`config.mk`:
```
export PLATFORM = sky130hd
export DESIGN_NAME = qd_pair_rx
export DESIGN_NICKNAME = d
export VERILOG_FILES = /design/src/rtl/qd_pair_pkg.sv /design/src/rtl/qd_byte_former.sv /design/src/rtl/qd_word_packer.sv /design/src/rtl/qd_addr_map.sv /design/src/rtl/qd_pair_rx.sv
export SDC_FILE = /design/constraint.sdc
export NUM_CORES = 1
export LEC_CHECK = 0
export BUFFER_PORTS_ARGS = -buffer_cell sky130_fd_sc_hd__buf_4
export CORE_UTILIZATION = 30
export DETAILED_ROUTE_END_ITERATION = 8
export GPL_TIMING_DRIVEN = 0
export PLACE_DENSITY = 0.66
export SLEW_MARGIN = 20
export SYNTH_ARGS = -nofsm -noshare
export SYNTH_HDL_FRONTEND = slang
export SYNTH_SLANG_ARGS = --single-unit
```
`constraint.sdc`:
```
create_clock -name clk -period 2.9 [get_ports clk]
set_clock_uncertainty 0.05 [all_clocks]
set_input_delay 0.145 -clock clk [delete_from_list [all_inputs] [get_ports clk]]
set_output_delay 0.145 -clock clk [all_outputs]
set_load 0.1 [all_outputs]
```
`src/rtl/qd_pair_pkg.sv`:
```
package qd_pair_pkg;
   typedef enum logic [1:0] {
      RD_DATA   = 2'd0,
      RD_IDENT  = 2'd1,
      RD_STATUS = 2'd2,
      RD_SPARE  = 2'd3
   } rd_kind_e;
endpackage

```
`src/rtl/qd_byte_former.sv`:
```
module qd_byte_former
   import qd_pair_pkg::*;
#(
   parameter int NIB_W  = 4,
   localparam int BYTE_W = 2 * NIB_W
) (
   input  logic              clk,
   input  logic              rst_n,
   input  logic              clr,
   input  rd_kind_e          kind,
   input  logic              smp_vld,
   input  logic [NIB_W-1:0]  lo_nib,
   input  logic [NIB_W-1:0]  up_nib,
   output logic [BYTE_W-1:0] byte_o,
   output logic              byte_ok
);
   logic [NIB_W-1:0]  hi_q;
   logic              hi_have_q;
   logic [BYTE_W-1:0] mix;
   logic [BYTE_W-1:0] serial;
   logic [BYTE_W-1:0] stat;
   logic              serial_mode;

   // bit interleave: lower device on even bits, upper on odd bits
   for (genvar g = 0; g < NIB_W; g++) begin : g_mix
      assign mix[2*g]   = lo_nib[g];
      assign mix[2*g+1] = up_nib[g];
   end

   assign serial      = {hi_q, lo_nib};
   assign stat        = {hi_q, lo_nib[NIB_W-1:1], lo_nib[0] | up_nib[0]};
   assign serial_mode = (kind == RD_IDENT) || (kind == RD_STATUS);

   always_comb begin
      byte_o  = mix;
      byte_ok = smp_vld;
      unique case (kind)
         RD_IDENT: begin
            byte_o  = serial;
            byte_ok = smp_vld && hi_have_q;
         end
         RD_STATUS: begin
            byte_o  = stat;
            byte_ok = smp_vld && hi_have_q;
         end
         default: ;
      endcase
   end

   always_ff @(posedge clk) begin
      if (!rst_n || clr) begin
         hi_q      <= '0;
         hi_have_q <= 1'b0;
      end else if (smp_vld && serial_mode) begin
         if (hi_have_q) begin
            hi_have_q <= 1'b0;
         end else begin
            hi_q      <= lo_nib;
            hi_have_q <= 1'b1;
         end
      end
   end
endmodule

```
`src/rtl/qd_word_packer.sv`:
```
module qd_word_packer #(
   parameter int BYTES  = 4,
   parameter int BYTE_W = 8,
   localparam int WORD_W = BYTES * BYTE_W,
   localparam int CNT_W  = $clog2(BYTES + 1)
) (
   input  logic              clk,
   input  logic              rst_n,
   input  logic              clr,
   input  logic              in_vld,
   input  logic [BYTE_W-1:0] in_byte,
   input  logic              flush,
   output logic [WORD_W-1:0] word_o,
   output logic              word_vld,
   output logic [CNT_W-1:0]  word_cnt
);
   logic [WORD_W-1:0] acc_q, acc_n;
   logic [CNT_W-1:0]  cnt_q, cnt_n;
   logic              emit;

   always_comb begin
      acc_n = acc_q;
      cnt_n = cnt_q;
      if (in_vld) begin
         acc_n[cnt_q*BYTE_W +: BYTE_W] = in_byte;
         cnt_n = cnt_q + 1'b1;
      end
      emit = (cnt_n == CNT_W'(BYTES)) || (flush && (cnt_n != '0));
   end

   always_ff @(posedge clk) begin
      if (!rst_n || clr) begin
         acc_q    <= '0;
         cnt_q    <= '0;
         word_vld <= 1'b0;
         word_o   <= '0;
         word_cnt <= '0;
      end else begin
         word_vld <= emit;
         if (emit) begin
            word_o   <= acc_n;
            word_cnt <= cnt_n;
            acc_q    <= '0;
            cnt_q    <= '0;
         end else begin
            acc_q    <= acc_n;
            cnt_q    <= cnt_n;
         end
      end
   end
endmodule

```
`src/rtl/qd_addr_map.sv`:
```
module qd_addr_map #(
   parameter int ADDR_W     = 29,
   parameter int ALIGN_BITS = 2,
   localparam int FA_W      = ADDR_W - 1
) (
   input  logic              addr_req,
   input  logic [ADDR_W-1:0] bus_addr,
   output logic              flash_req,
   output logic [FA_W-1:0]   flash_addr,
   output logic              addr_err
);
   logic misaligned;

   assign misaligned = |bus_addr[ALIGN_BITS-1:0];
   assign flash_addr = bus_addr[ADDR_W-1:1];
   assign flash_req  = addr_req && !misaligned;
   assign addr_err   = addr_req && misaligned;
endmodule

```
`src/rtl/qd_pair_rx.sv`:
```
module qd_pair_rx
   import qd_pair_pkg::*;
#(
   parameter int NIB_W        = 4,
   parameter int WORD_BYTES   = 4,
   parameter int ADDR_W       = 29,
   parameter int SECTOR_BYTES = 65536,
   parameter int SPAN_W       = 32,
   localparam int BYTE_W      = 2 * NIB_W,
   localparam int WORD_W      = WORD_BYTES * BYTE_W,
   localparam int CNT_W       = $clog2(WORD_BYTES + 1),
   localparam int FA_W        = ADDR_W - 1,
   localparam int ALIGN_BITS  = $clog2(WORD_BYTES)
) (
   input  logic              clk,
   input  logic              rst_n,
   input  logic              clr,
   input  logic [1:0]        rd_mode,
   input  logic              smp_vld,
   input  logic [NIB_W-1:0]  lo_nib,
   input  logic [NIB_W-1:0]  up_nib,
   input  logic              flush,
   output logic [BYTE_W-1:0] byte_out,
   output logic              byte_vld,
   output logic [WORD_W-1:0] word_out,
   output logic              word_vld,
   output logic [CNT_W-1:0]  word_bytes,
   input  logic              addr_req,
   input  logic [ADDR_W-1:0] bus_addr,
   output logic              flash_req,
   output logic [FA_W-1:0]   flash_addr,
   output logic              addr_err,
   output logic [SPAN_W-1:0] erase_span
);
   if (NIB_W != 4) begin : g_bad_nib
      $error("qd_pair_rx: NIB_W must be 4 so that a pair of samples forms a byte");
   end
   if (WORD_BYTES < 2 || (1 << ALIGN_BITS) != WORD_BYTES) begin : g_bad_word
      $error("qd_pair_rx: WORD_BYTES must be a power of two of at least 2");
   end
   if (ADDR_W <= ALIGN_BITS + 1) begin : g_bad_addr
      $error("qd_pair_rx: ADDR_W too small");
   end
   if (SPAN_W < $clog2(SECTOR_BYTES) + 2) begin : g_bad_span
      $error("qd_pair_rx: SPAN_W cannot hold the combined erase span");
   end

   rd_kind_e          kind;
   logic [BYTE_W-1:0] fb_byte;
   logic              fb_ok;
   logic              take;

   assign kind = rd_kind_e'(rd_mode);
   assign take = fb_ok && !clr;

   qd_byte_former #(.NIB_W(NIB_W)) i_former (
      .clk     (clk),
      .rst_n   (rst_n),
      .clr     (clr),
      .kind    (kind),
      .smp_vld (smp_vld),
      .lo_nib  (lo_nib),
      .up_nib  (up_nib),
      .byte_o  (fb_byte),
      .byte_ok (fb_ok)
   );

   always_ff @(posedge clk) begin
      if (!rst_n) begin
         byte_out <= '0;
         byte_vld <= 1'b0;
      end else begin
         byte_vld <= take;
         if (take) byte_out <= fb_byte;
      end
   end

   qd_word_packer #(.BYTES(WORD_BYTES), .BYTE_W(BYTE_W)) i_packer (
      .clk      (clk),
      .rst_n    (rst_n),
      .clr      (clr),
      .in_vld   (take),
      .in_byte  (fb_byte),
      .flush    (flush),
      .word_o   (word_out),
      .word_vld (word_vld),
      .word_cnt (word_bytes)
   );

   qd_addr_map #(.ADDR_W(ADDR_W), .ALIGN_BITS(ALIGN_BITS)) i_addr (
      .addr_req   (addr_req),
      .bus_addr   (bus_addr),
      .flash_req  (flash_req),
      .flash_addr (flash_addr),
      .addr_err   (addr_err)
   );

   assign erase_span = SPAN_W'(SECTOR_BYTES) << 1;
endmodule

```
==> flow_summary.ini, run 1 <==
[floorplanning]
dieHeight_um = 115
die_w_um = 115
fp.coreArea_um2 = 12300
die_area_um2 = 13200
fp-row-count = 40
pin_count = 152
initial_utilization = 0.313

[yosys]
yosysWarnings = 0
synth_common_cells = dfxtp_1, buf_4, nor2_1
syn-cell-area_um2 = 3840
async_flop_share = 0
synth_top_cell_area_share = 0.444
synth_area_per_cell_um2 = 9.09
synthTopCellsByArea = dfxtp_1, mux2i_1, buf_4
synth_edf_count = 0
netlist_instances = 422
yosysTopAreaCell = dfxtp_1
synth_cell_types = 34
dominantRegCellSynth = dfxtp_1
yosys_register_bits = 85
yosysMostFrequentCell = dfxtp_1
yosysSeqAreaShare = 0.444

[clock_network]
cts_htree_levels = 3
cts_resized = 0
cts_setup_buffers = 0
clkSinkCount = 85
cts_made_buffers = 9
hold_buffers = 0
tritoncts = built
clockBufferDepth = 2
clk_latency_ps = 330
cts_root_buf = clkbuf_16
clkTransAtPathRegs_ps = 60

[setup_path]
ff2ff_path_depth = 8
cp-start-kind = flop
critical_path_class = reg2reg
worstPathRequired_ps = 3040
critPathCaptureType = flop
path_max_fanout = 10
critPathArrivalTime_ps = 2750

[layout]
num_antenna_cells = 0
fin_nets = 605
nFillCells = 1235
area_growth_pct = 34.4
drive_gt1_frac = 0.327

[pwr]
ir_worst_vdd_mv = 0.376
power_density_nw_per_um2 = 591
leakage_nw = 2.27

[global_routing]
track_usage = 0.138
antenna_found_initial = 0
first_global_vias = 2786
grt_pass1_wl_mm = 13.7
grt_overflow_total = 0
grt_max_degree = 16

[sta]
fin_crit_sh = 0.899
fin_tns_setup_ps = 0
hold_viol_final = 0
worst_pin_slew_ps = 1040
setup_slack_ps = 294
setup_violations = 0
fmax_mhz = 384
drv_slew = 0
timing.slew.headroom = 0.299
grt_setup_unrepaired = no
period_needed_ps = 2610

[placed_design]
place_hpwl_mm = 6.88
port_buffers = 92
place_ws_ps = 333
gp_congestion = 0.841

[routing]
dr.first_iter.drc_count = 129
wl_met2_mm = 4.34
wl_per_cell_um = 12.4
first_pass_iters = 5
wl_met3_um = 736
wl_met1_mm = 3.89
drc = 0
wirelength_mm = 9.04
vias_per_cell = 4.24
routed.top_layer = met4
routed-via-count = 3086
ant_nets = 0

[outcome]
status = completed

[min_path]
hold_depth = 3
hold_class = in2reg

[job]
maxCapViolCount = 0
==> power breakdown <==
part	internal (W)	switching, W
combinational	0.000157	0.000542
sequential	0.00118	0.00000730
clock	0.000696	0.000467
total	0.00203	0.00102
==> metrics by stage <==
step / cell area [µm²] / instances / power [W] / hold slack (ps) / util
final: 5160 / 728 / 0.00305 / 20.3 / 0.421
after global routing: 5160 / 728 / 0.00315 / 27.7 / 0.421
after CTS: 5160 / 728 / 0.00308 / 9.33 / 0.421
after detailed placement: 4850 / 712 / 0.00191 / 362 / 0.396
after global placement: 4850 / 712 / 0.00191 / 353 / 0.396
after floorplan: 3950 / 452 / 0.00180 / 242 / -
==> worst paths after layout <==
kind / from / to / slack (ps)
setup / recovery: i_packer.cnt_q[0]$_SDFF_PP0_ / i_packer.word_o[18]$_SDFFE_PP0P_ / 290
hold / removal: lo_nib[2] / i_former.hi_q[2]$_SDFFE_PP0P_ / 20
setup reg to reg: i_packer.cnt_q[0]$_SDFF_PP0_ / i_packer.word_o[18]$_SDFFE_PP0P_ / 290
hold reg to reg: i_packer.word_o[20]$_SDFFE_PP0P_ / i_packer.word_o[20]$_SDFFE_PP0P_ / 420
==> critical path: stages (launching register included) <==
cell	delay (ps)
dfxtp_1	490
inv_1	100
ha_1	360
nor2b_1	220
mux2i_1	230
mux2i_1	130
nand2_1	330
clkbuf_1	420
o22ai_1	140
==> logic make-up (layout without fill, tap and decap cells) <==
group / count (synthesis) / count (layout) / share of synthesized area
and+or+nand+nor: 130 / 130 / 0.163
adders and majority gates: 5 / 5 / 0.0163
buffers and inverters: 102 / 210 / 0.165
AOI/OAI and AO/OA: 42 / 42 / 0.0639
other: 2 / 32 / 0.00196
xor gates and xnor gates: 3 / 3 / 0.00685
muxes: 53 / 53 / 0.139
DFF: 85 / 85 / 0.444
==> routing by layer <==
layer	global-route usage	vias to the layer above
li1	-	1558
met1	0.168	1393
met2	0.231	127
met3	0.0395	8
met4	0.0519	0
met5	0	-
==> cells in the final DEF (no fill, tap or decap), types with 2 or more instances in the layout <==
cell	n
nor3b_1	8
buf_6	2
inv_6	2
nor2b_1	5
nor4b_1	2
inv_1	20
dfxtp_1	85
a211oi_1	3
nand2b_1	3
clkbuf_16	9
ha_1	5
o22ai_1	18
o21ai_1	2
conb_1	32
o21ai_0	15
a21oi_1	2
and2_1	14
mux2i_1	52
clkbuf_1	10
nor2_1	60
xnor2_1	2
buf_2	9
nand2_1	30
buf_4	152
==> registers in the layout, summed over array words and instances (netlist names) <==
signal,count
i_packer.acc_q,32
i_packer.word_vld,1
i_former.hi_have_q,1
i_packer.cnt_q,3
i_packer.word_cnt,3
i_former.hi_q,4
byte_vld,1
byte_out,8
i_packer.word_o,32
==> layout make-up <==
type	count	area, µm²	area share
flip-flops and latches	85	1700	0.330
multi-input cells	265	1610	0.313
repair buffers	92	691	0.134
plain buffers	82	559	0.108
clock buffers	10	239	0.0463
well taps	168	210	0.0408
inverters	20	75.1	0.0146
clock inverters	6	68.8	0.0133
Note: power is estimated with default switching activity, not from simulation.
==> run 2: changes to the inputs <==
--- a/config.mk
+++ b/config.mk
@@ -5,11 +5,12 @@
 export SDC_FILE = /design/constraint.sdc
 export NUM_CORES = 1
 export LEC_CHECK = 0
+export ABC_AREA = 1
 export BUFFER_PORTS_ARGS = -buffer_cell sky130_fd_sc_hd__buf_4
 export CORE_UTILIZATION = 30
 export DETAILED_ROUTE_END_ITERATION = 8
 export GPL_TIMING_DRIVEN = 0
-export PLACE_DENSITY = 0.66
+export PLACE_DENSITY = 0.65
 export SLEW_MARGIN = 20
 export SYNTH_ARGS = -nofsm -noshare
 export SYNTH_HDL_FRONTEND = slang
==> run 2 against run 1 <==
  * Final cell count rose by 23%
  * Fmax increased by 17%
  * Worst hold slack got worse by 15 ps
  * Critical path depth grew 4
  * Via count up 26%
  * Sequential power about the same
  * Die area grew 12%
  * Cell area increased by 9.8%
  * Utilization down 1.4 points
  * Synthesized cell count grew 37%
  * Routed wire length is 14% higher
  * Largest cell class is now multi-input gates
==> flow_summary.ini, run 2 <==
[layout]
num_antenna_cells = 0
area_growth_pct = 31.8
layout_commonest_cell = buf_4
layout_common_cells = buf_4, nand2_1, dfxtp_1
fin_nets = 764
reg_top3 = i_packer.acc_q: 32 flops, i_packer.word_o: 32 flops, byte_out: 8 flops
drive_gt1_frac = 0.300

[clock_network]
clkTransAtPathRegs_ps = 70
cts_root_buf = clkbuf_16
clkSinkCount = 85
clk_latency_ps = 340
tritoncts = built
cts_setup_buffers = 0
cts_made_buffers = 9
cts_htree_levels = 3
clockBufferDepth = 2

[yosys]
yosysSeqAreaShare = 0.396
synth_cell_types = 29
yosysTopAreaCell = dfxtp_1
syn-cell-area_um2 = 4300
synth_edf_count = 0
synth_common_cells = nand2_1, dfxtp_1, buf_4
async_flop_share = 0
dominantRegCellSynth = dfxtp_1
synth_area_per_cell_um2 = 7.41
synth_top_cell_area_share = 0.396
yosysMostFrequentCell = nand2_1
netlist_instances = 580
synthTopCellsByArea = dfxtp_1, nand2_1, buf_4
yosysWarnings = 0
yosys_register_bits = 85

[pwr]
switchingPower_w = 0.00111
leakage_nw = 2.87
cell_internal_pwr_w = 0.00212
switching_share = 0.343
pwr-share-seq = 0.369
power_frac_clock = 0.393
power_density_nw_per_um2 = 569
p_comb_frac = 0.238
ir_worst_vdd_mv = 0.290

[sta]
setup_slack_ps = 674
hold_viol_final = 0
fin_crit_sh = 0.768
period_needed_ps = 2230
fin_tns_setup_ps = 0
fmax_mhz = 449
drv_slew = 0
setup_violations = 0
grt_setup_unrepaired = no

[floorplanning]
initial_utilization = 0.308
fp-row-count = 43
dieHeight_um = 122
pin_count = 152
die_area_um2 = 14800
fp.coreArea_um2 = 13900
die_w_um = 122

[setup_path]
critPathCaptureType = flop
worstPathRequired_ps = 3080
path_max_fanout = 9
cp-start-kind = flop
critical_path_class = reg2reg
critPathArrivalTime_ps = 2410

[routing]
routed-via-count = 3876
drc = 0
ant_nets = 0
first_pass_iters = 4
dr.first_iter.drc_count = 205
vias_per_cell = 4.31
wirelength_mm = 10.3
wl_per_cell_um = 11.4

[global_routing]
track_usage = 0.142
first_global_vias = 3389
grt_overflow_total = 0
grt_pass1_wl_mm = 16.5
antenna_found_initial = 0
grt_max_degree = 17

[job]
maxCapViolCount = 0

[placed_design]
place_hpwl_mm = 7.90
port_buffers = 92
gp_congestion = 0.832
place_ws_ps = 706

[outcome]
status = completed

[min_path]
hold_class = in2reg
## run 2: cell types whose count changed after synthesis, sizes merged, moves of 6 or more
cell,previous run,this run
and2,14,0
a21oi,2,10
mux2i,52,0
nor3b,8,0
inv,20,62
buf,72,82
nand3,0,58
o22ai,18,0
clkbuf,10,4
nand2,30,153
nand4,0,38
## run 2: logic make-up after synthesis
| group | Yosys count | synth area share |
|---|---|---|
| AND/OR/NAND/NOR | 310 | 0.349 |
| AO/OA/AOI/OAI | 30 | 0.0367 |
| flip-flops | 85 | 0.396 |
| buffers and inverters | 148 | 0.202 |
| other | 2 | 0.00175 |
| adder cells (fa/ha/maj) | 5 | 0.0146 |
## run 2: area by class of cell
class,count,area (µm²)
Fill cell,1476,8270
Clock inverter,7,104
Sequential cell,85,1700
Tap cell,180,225
Timing Repair Buffer,93,701
Inverter,62,238
Multi-Input combinational cell,377,1840
Clock buffer,9,225
Buffer,86,632
## run 2: what timing repair did
item,4_1_cts,5_1_grt
hold buffers,1,0
hold endpoints to repair,1,0
resized for setup,0,0
## run 2: power groups by stage
| stage | clock network, W | logic [W] | registers (W) |
|---|---|---|---|
| floorplan | 0 | 0.000578 | 0.00128 |
| global placement | 0 | 0.000764 | 0.00122 |
| detailed placement | 0 | 0.000767 | 0.00121 |
| CTS | 0.00128 | 0.000769 | 0.00119 |
| global route | 0.00134 | 0.000808 | 0.00119 |
| finish | 0.00127 | 0.000768 | 0.00119 |
## run 2: routing by layer
metal / up-vias / part of all wire / GRT usage
li1: 2022 / - / -
met1: 1715 / 0.45 / 0.182
met2: 130 / 0.47 / 0.238
met3: 9 / 0.068 / 0.0332
met4: 0 / 0.010 / 0.0409
met5: - / 0 / 0
## run 2: worst max-delay path: stages (launching register included)
cell     delay [ps]
dfxtp_1         370
inv_2           100
ha_1            210
ha_1            320
nand2_1          70
inv_1            90
nand2_1          90
nor2_4          220
nand2_1         230
nand2_1         120
nand2_1          90
nand3_1         110
nand2_1          60
## run 2: worst paths after layout
kind	from	to	slack, ps	depth (start not counted)
max	i_packer.cnt_q[0]$_SDFF_PP0_	i_packer.word_o[19]$_SDFFE_PP0P_	670	12
min	lo_nib[0]	i_former.hi_q[0]$_SDFFE_PP0P_	6	3
max reg2reg	i_packer.cnt_q[0]$_SDFF_PP0_	i_packer.word_o[19]$_SDFFE_PP0P_	670	12
min reg2reg	i_packer.word_o[31]$_SDFFE_PP0P_	i_packer.word_o[31]$_SDFFE_PP0P_	420	2
## run 2: stage by stage
| step | hold slack [ps] | power, W | util | cell area (µm²) | instances |
|---|---|---|---|---|---|
| 6_report | 5.61 | 0.00322 | 0.406 | 5660 | 899 |
| 5_1_grt | 24.7 | 0.00334 | 0.406 | 5660 | 899 |
| 4_1_cts | 1.28 | 0.00324 | 0.406 | 5660 | 899 |
| 3_5_place_dp | 351 | 0.00198 | 0.382 | 5330 | 882 |
| 3_3_place_gp | 346 | 0.00198 | 0.382 | 5330 | 882 |
| 2_1_floorplan | 230 | 0.00186 | - | 4410 | 610 |
